**config.mk**
```make
export PLATFORM = sky130hd
export DESIGN_NAME = link_recovery_wd
export DESIGN_NICKNAME = d
export VERILOG_FILES = /design/src/rtl/lrw_pkg.sv /design/src/rtl/lrw_interval_timer.sv /design/src/rtl/lrw_cmd_ctl.sv /design/src/rtl/lrw_poll_mon.sv /design/src/rtl/link_recovery_wd.sv
export SDC_FILE = /design/constraint.sdc
export NUM_CORES = 1
export LEC_CHECK = 0
export ABC_AREA = 1
export BUFFER_PORTS_ARGS = -buffer_cell sky130_fd_sc_hd__buf_4
export CAP_MARGIN = 25
export CELL_PAD_IN_SITES_DETAIL_PLACEMENT = 1
export CELL_PAD_IN_SITES_GLOBAL_PLACEMENT = 2
export CORE_AREA = 2 2 114 116
export CTS_BUF_LIST = sky130_fd_sc_hd__clkbuf_4 sky130_fd_sc_hd__clkbuf_8
export CTS_CLUSTER_SIZE = 16
export DETAILED_ROUTE_END_ITERATION = 12
export DIE_AREA = 0 0 116 118
export GPL_TIMING_DRIVEN = 0
export PLACE_DENSITY = 0.81
export RECOVER_POWER = 100
export SLEW_MARGIN = 20
export SYNTH_ARGS = -nofsm -noshare
export SYNTH_HDL_FRONTEND = slang
export SYNTH_SLANG_ARGS = --single-unit
```
**constraint.sdc**
```tcl
create_clock -name clk -period 4.5 [get_ports clk]
set_input_delay 0.9 -clock clk [delete_from_list [all_inputs] [get_ports clk]]
set_output_delay 0.9 -clock clk [all_outputs]
set_load 0.01 [all_outputs]
```
**src/rtl/lrw_pkg.sv**
```systemverilog
package lrw_pkg;
  typedef enum logic {
    MON_IDLE = 1'b0,
    MON_WAIT = 1'b1
  } mon_state_e;

  typedef struct packed {
    logic wd_fire;
    logic sw_req;
  } req_src_t;
endpackage

```
**src/rtl/lrw_interval_timer.sv**
```systemverilog
module lrw_interval_timer #(
  parameter int INTERVAL = 500_000_000
) (
  input  logic clk,
  input  logic rst,
  input  logic hold_i,
  output logic expire_o
);
  localparam int TW = $clog2(INTERVAL + 1);

  logic [TW-1:0] cnt_q;
  logic          at_end;

  assign at_end   = (cnt_q == TW'(INTERVAL - 1));
  assign expire_o = !hold_i && at_end;

  always_ff @(posedge clk) begin
    if (rst) begin
      cnt_q <= '0;
    end else if (hold_i || at_end) begin
      cnt_q <= '0;
    end else begin
      cnt_q <= cnt_q + 1'b1;
    end
  end
endmodule

```
**src/rtl/lrw_cmd_ctl.sv**
```systemverilog
module lrw_cmd_ctl
  import lrw_pkg::*;
(
  input  logic     clk,
  input  logic     rst,
  input  req_src_t src_i,
  input  logic     done_i,
  output logic     busy_o,
  output logic     start_o
);
  logic busy_q;
  logic any_req;

  assign any_req = src_i.wd_fire || src_i.sw_req;
  assign start_o = !busy_q && any_req;
  assign busy_o  = busy_q;

  always_ff @(posedge clk) begin
    if (rst) begin
      busy_q <= 1'b0;
    end else if (busy_q) begin
      if (done_i) busy_q <= 1'b0;
    end else if (any_req) begin
      busy_q <= 1'b1;
    end
  end
endmodule

```
**src/rtl/lrw_poll_mon.sv**
```systemverilog
module lrw_poll_mon
  import lrw_pkg::*;
#(
  parameter int POLL_GAP   = 100,
  parameter int POLL_TRIES = 50
) (
  input  logic clk,
  input  logic rst,
  input  logic start_i,
  input  logic busy_i,
  input  logic done_i,
  output logic timeout_o
);
  localparam int GW = $clog2(POLL_GAP + 1);
  localparam int NW = $clog2(POLL_TRIES + 1);

  mon_state_e    state_q;
  logic [GW-1:0] gap_q;
  logic [NW-1:0] tries_q;
  logic          pending;
  logic          poll_tick;
  logic          last_poll;

  assign pending   = (state_q == MON_WAIT) && busy_i && !done_i;
  assign poll_tick = pending && (gap_q == GW'(POLL_GAP - 1));
  assign last_poll = poll_tick && (tries_q == NW'(POLL_TRIES - 1));
  assign timeout_o = last_poll;

  always_ff @(posedge clk) begin
    if (rst) begin
      state_q <= MON_IDLE;
      gap_q   <= '0;
      tries_q <= '0;
    end else if (start_i) begin
      state_q <= MON_WAIT;
      gap_q   <= '0;
      tries_q <= '0;
    end else if (state_q == MON_WAIT) begin
      if (!pending || last_poll) begin
        state_q <= MON_IDLE;
      end else if (poll_tick) begin
        gap_q   <= '0;
        tries_q <= tries_q + 1'b1;
      end else begin
        gap_q <= gap_q + 1'b1;
      end
    end
  end
endmodule

```
**src/rtl/link_recovery_wd.sv**
```systemverilog
module link_recovery_wd
  import lrw_pkg::*;
#(
  parameter int INTERVAL   = 500_000_000,
  parameter int POLL_GAP   = 100,
  parameter int POLL_TRIES = 50,
  parameter int MODE_W     = 4,
  parameter int CNT_W      = 16
) (
  input  logic              clk,
  input  logic              rst,
  input  logic              link_up_i,
  input  logic              loopback_i,
  input  logic              reconf_stb_i,
  input  logic [MODE_W-1:0] reconf_mode_i,
  input  logic              lrst_done_i,
  input  logic              stat_rd_i,
  output logic              lrst_req_o,
  output logic              timeout_o,
  output logic [CNT_W-1:0]  wd_count_o
);
  logic              hold;
  logic              wd_fire;
  logic              busy;
  logic              start;
  logic              to_ev;
  logic [MODE_W-1:0] last_mode_q;
  logic              timeout_q;
  logic [CNT_W-1:0]  count_q;
  req_src_t          src;

  assign hold = link_up_i || loopback_i;

  lrw_interval_timer #(.INTERVAL(INTERVAL)) u_timer (
    .clk      (clk),
    .rst      (rst),
    .hold_i   (hold),
    .expire_o (wd_fire)
  );

  assign src.wd_fire = wd_fire;
  assign src.sw_req  = reconf_stb_i && (reconf_mode_i != last_mode_q);

  lrw_cmd_ctl u_cmd (
    .clk     (clk),
    .rst     (rst),
    .src_i   (src),
    .done_i  (lrst_done_i),
    .busy_o  (busy),
    .start_o (start)
  );

  lrw_poll_mon #(.POLL_GAP(POLL_GAP), .POLL_TRIES(POLL_TRIES)) u_mon (
    .clk       (clk),
    .rst       (rst),
    .start_i   (start),
    .busy_i    (busy),
    .done_i    (lrst_done_i),
    .timeout_o (to_ev)
  );

  always_ff @(posedge clk) begin
    if (rst) begin
      last_mode_q <= '0;
      timeout_q   <= 1'b0;
      count_q     <= '0;
    end else begin
      if (reconf_stb_i) last_mode_q <= reconf_mode_i;
      if (to_ev)          timeout_q <= 1'b1;
      else if (stat_rd_i) timeout_q <= 1'b0;
      if (wd_fire) count_q <= count_q + 1'b1;
    end
  end

  assign lrst_req_o = busy;
  assign timeout_o  = timeout_q;
  assign wd_count_o = count_q;
endmodule

```
# Yosys cells after proc, flatten, opt, wreduce, memory -nomap -nowiden
# Cells that the tools add are included.
dict set report totals {
  regBits 65
  out_inout_bits 18
  elab_cells 46
}
dict set report classes {
  add_sub_neg 4
  n_eq_ne 4
  muxes 9
  n_bitwise 1
  reduce_logical 20
}
# operator n
set ops {}
lappend ops {{$add 29x1->29 const B} 1}
lappend ops {{$eq 29x29->1 const B} 1}
lappend ops {{$add 16x1->16 const B} 1}
lappend ops {{$mux 1} 8}
lappend ops {{$add 7x1->7 const B} 1}
lappend ops {{$eq 7x7->1 const B} 1}
lappend ops {{$logic_and 1x1->1} 7}
lappend ops {{$mux 7} 1}
lappend ops {{$add 6x1->6 const B} 1}
lappend ops {{$eq 6x6->1 const B} 1}
lappend ops {{$logic_not 1->1} 4}
lappend ops {{$logic_or 1x1->1} 4}
lappend ops {{$ne 4x4->1} 1}
lappend ops {{$reduce_or 2->1} 2}
lappend ops {{$reduce_and 3->1} 1}
lappend ops {{$reduce_and 2->1} 1}
lappend ops {{$reduce_bool 2->1} 1}
lappend ops {{$not 1->1} 1}

# Logic depth before layout (Yosys ltp)
dict set report logic_depth {
  ltp_word 8
  ltp_mapped 11
}

# Cells and area by module
# Synthesis repeated with hierarchy kept, for this count alone.
dict set report unflattened {
  cells_unflattened 520
  hier_area_um2 3484.6
}
# module instances cells_each area_each_um2 seq_area_each_um2
set modules_own_cells {}
lappend modules_own_cells {lrw_interval_timer 1 257 1576.5 580.6}
lappend modules_own_cells {link_recovery_wd 1 141 1053.5 420.4}
lappend modules_own_cells {lrw_poll_mon 1 115 802.0 280.3}
lappend modules_own_cells {lrw_cmd_ctl 1 7 52.6 20.0}

# Least setup slack after synthesis
# No wires, ideal clock.
dict set report synth_path {
  kind {input to register}
  start {in rst}
  end {reg u_timer.cnt_q[15]}
  setup_time_ns 0.119
  t_arrival_ns 1.870
  t_required_ns 4.381
  slack_ns 2.511
  path_stages 6
  n_path_buf 3
  path_cell_list {clkbuf_1 -> inv_1 -> nand3_1 -> buf_2 -> buf_6 -> a21oi_1}
}
dict set report synth_via {
  elab_chain_cells 1
}
# item line_no
set synth_rtl {}
lappend synth_rtl {{start: declaration} link_recovery_wd.sv:11} ;# input logic rst,
lappend synth_rtl {{$reduce_or 2->1 (no source line)} n/a}
lappend synth_rtl {{end signal: assignment} lrw_interval_timer.sv:23} ;# cnt_q <= cnt_q + 1'b1;
lappend synth_rtl {{end: declaration} lrw_interval_timer.sv:11} ;# logic [TW-1:0] cnt_q;
# Every way passes these cells.
# A chain may end at the register's enable or synchronous reset.

# Worst setup path after layout
dict set report layout_path {
  start {reg u_timer.cnt_q[0]}
  end {reg u_timer.cnt_q[24]}
}
dict set report layout_via {
  elab_chain_cells 3
}
# item
set layout_rtl {}
lappend layout_rtl {{parallel branches: the longest is 3 deep, another holds $add 29x1->29}}
# Parallel ways; which one is timed is not known.

==> results.cfg <==
[timing]
period_share_pct = 62.0
slew_headroom_pct = 61.3
rsz0062_at_grt = false
final.setup.tns_ns = 0
finalCriticalPeriod_ns = 2.79
slew_violations = 0
worst_pin_slew_ns = 0.581
skew_ns = 0.0130
fin_hold_ws_ns = 0.480
setup_violations = 0
hold_violations = 0
fmax_ghz = 0.358

[yosys]
synth_cell_types = 31
ys.flop_type = dfxtp_1
synth_area_um2 = 3650
synth_commonest_cells = nand2_1, nor2_1, dfxtp_1
avgSynthCellArea_um2 = 6.68
yosysWarnings = 0
syn_inst = 546
synth_top_cell_area_share_pct = 35.7
synthArstFlopShare_pct = 0
yosysTopAreaCell = dfxtp_1
synth-seq-cells = 65
yosysMostFrequentCell = nand2_1
synth_edf_count = 0
yosysSeqAreaShare_pct = 35.7
syn_nets = 562
ys_top_cells_by_area = dfxtp_1, nand2_1, nor2_1

[routing]
vias_per_cell = 4.54
dr.pass1.iters = 4
wire_per_inst_um = 12.8
postRouteAntennaNets = 0
routed_wl_mm = 9.75
num_vias = 3453
drtIter0Drc = 106
drc_errors = 0

[die]
die_h_um = 118
pin_count = 29
dieArea_um2 = 13700
die_w_um = 116
initial_utilization_pct = 29.4
core_um2 = 12400
num_rows = 41

[worst_setup_path]
cp_slowest_stage_delay_ns = 0.46
path_class = register to register
cp-end-kind = register
worst_setup_path_start_kind = register
arrival_ns = 3.03
r2r_slack_ns = 1.71
cp.required_ns = 4.74
cp_cell_sequence = ha_1 > nand2_2 > nor2_1 > nand2_1 > nor2_1 > nand2_1 > nand3_1 > clkbuf_1 > clkbuf_1 > a21oi_1
cp_slowest_cell = clkbuf_1
critPathMaxFanout = 10

[min_path]
hold_class = register to register

[clock_tree]
postCtsHoldBufs = 0
cts_buffers = 9
clkSinkCount = 65
cts_tree = built
cts-root-buf = clkbuf_8
cts_resized = 0
post_cts_buffers = 0
cts.path.max_buffers = 2
insertion_delay_ns = 0.37
htree_levels = 3
clk_pin_slew_ns = 0.07

[placement]
gp_congestion = 0.794
port_buffers = 27
dp_hpwl_mm = 7.62
placed_area_um2 = 4070

[grt]
overflow = 0
grt_max_degree = 11
antenna_found_initial = 0
grtUsageTotal_pct = 15.6
grt_pass1_wl_mm = 16.7
first_global_vias = 3488

[power_and_ir_drop]
power_density_nw_per_um2 = 285
cellInternalPower_uw = 906
p_switching_uw = 268
finalPower_uw = 1170
p_leak_uw = 0.00133
vdd.ir_drop.worst_mv = 0.0984
power_frac_seq_pct = 49.6
combPwrFrac_pct = 3.1
power.share.switching_pct = 22.8
clkPwrFrac_pct = 47.3

[layout]
drive_gt1_share_pct = 8.49
antenna_cells = 0
layout.nets = 600
fillers = 1676
finalInstanceArea_um2 = 4110
syn2layout_area_growth_pct = 12.7

[flow_run]
maxCapViolations = 0

[outcome]
outcome = completed
## power by group through the flow
stage | registers [uW] | logic, uW | clock network (uW)
global placement | 595 | 41.8 | 0
global route | 583 | 43.0 | 596
finish | 582 | 36.9 | 555
CTS | 582 | 43.2 | 574
floorplan | 595 | 25.5 | 0
detailed placement | 596 | 43.0 | 0
## cell families after synthesis
logic type / synth area share [%]
adder cells (fa/ha/maj): 1.71
buffers and inverters: 8.06
XOR/XNOR: 6.24
AND/OR/NAND/NOR: 39.7
AO/OA/AOI/OAI: 8.60
flip-flops: 35.7
## metrics by stage
stage	setup WS [ns]	util, %	cells
floorplan	2.51	-	546
global placement	2.07	32.8	745
detailed placement	2.00	32.8	745
CTS	2.42	34.5	761
global route	1.39	33.1	761
finish	1.71	33.1	761
## worst max-delay path: cells and delay by family (launching register included)
kind	cells	cell delay (ns)
AO/OA/AOI/OAI	1	0.09
adder cells (fa/ha/maj)	1	0.26
buffers and inverters	2	0.87
flip-flops	1	0.38
AND/OR/NAND/NOR	6	1.04
## layout by cell type, fill, tap and decap left out, types with 3 or more instances in the layout
cell,count
ha_1,5
nor2_1,99
clkbuf_1,24
buf_4,8
clkbuf_4,3
nand2_2,10
nand4_1,11
xor2_1,19
o21ai_0,12
a21oi_2,4
nand2_1,150
a21oi_1,36
xnor2_1,7
nand3b_1,4
nor3_1,14
clkbuf_8,12
inv_1,58
nand3_1,30
dfxtp_1,65
## metal layers
| metal | global-route usage (%) | wire length [um] |
|---|---|---|
| met3 | 3.14 | 271 |
| met1 | 20.7 | 4820 |
| met5 | 0 | 0 |
| met4 | 6.70 | 194 |
| met2 | 24.4 | 4460 |
## final timing paths
kind                                startpoint                            to  cells past startpoint
setup reg to reg   u_timer.cnt_q[0]$_SDFF_PP0_  u_timer.cnt_q[24]$_SDFF_PP0_                     10
setup / recovery   u_timer.cnt_q[0]$_SDFF_PP0_  u_timer.cnt_q[24]$_SDFF_PP0_                     10
hold reg to reg   u_timer.cnt_q[28]$_SDFF_PP0_  u_timer.cnt_q[28]$_SDFF_PP0_                      2
hold / removal    u_timer.cnt_q[28]$_SDFF_PP0_  u_timer.cnt_q[28]$_SDFF_PP0_                      2
## final cells by class
cell class | count | area, um^2 | area share, %
clock inverters | 2 | 35.0 | 0.852
repair buffers | 27 | 135 | 3.29
plain buffers | 8 | 53.8 | 1.31
inverters | 61 | 230 | 5.60
multi-input cells | 412 | 1960 | 47.7
well taps | 172 | 215 | 5.23
flip-flops and latches | 65 | 1300 | 31.6
clock buffers | 14 | 180 | 4.38
## sequential cells by signal, summed over array words and instances (netlist names)
signal / cells
last_mode_q: 4
u_mon.state_q: 1
wd_count_o: 16
timeout_o: 1
u_mon.gap_q: 7
u_cmd.busy_o: 1
u_mon.tries_q: 6
u_timer.cnt_q: 29
(Power assumes the default switching activity.)
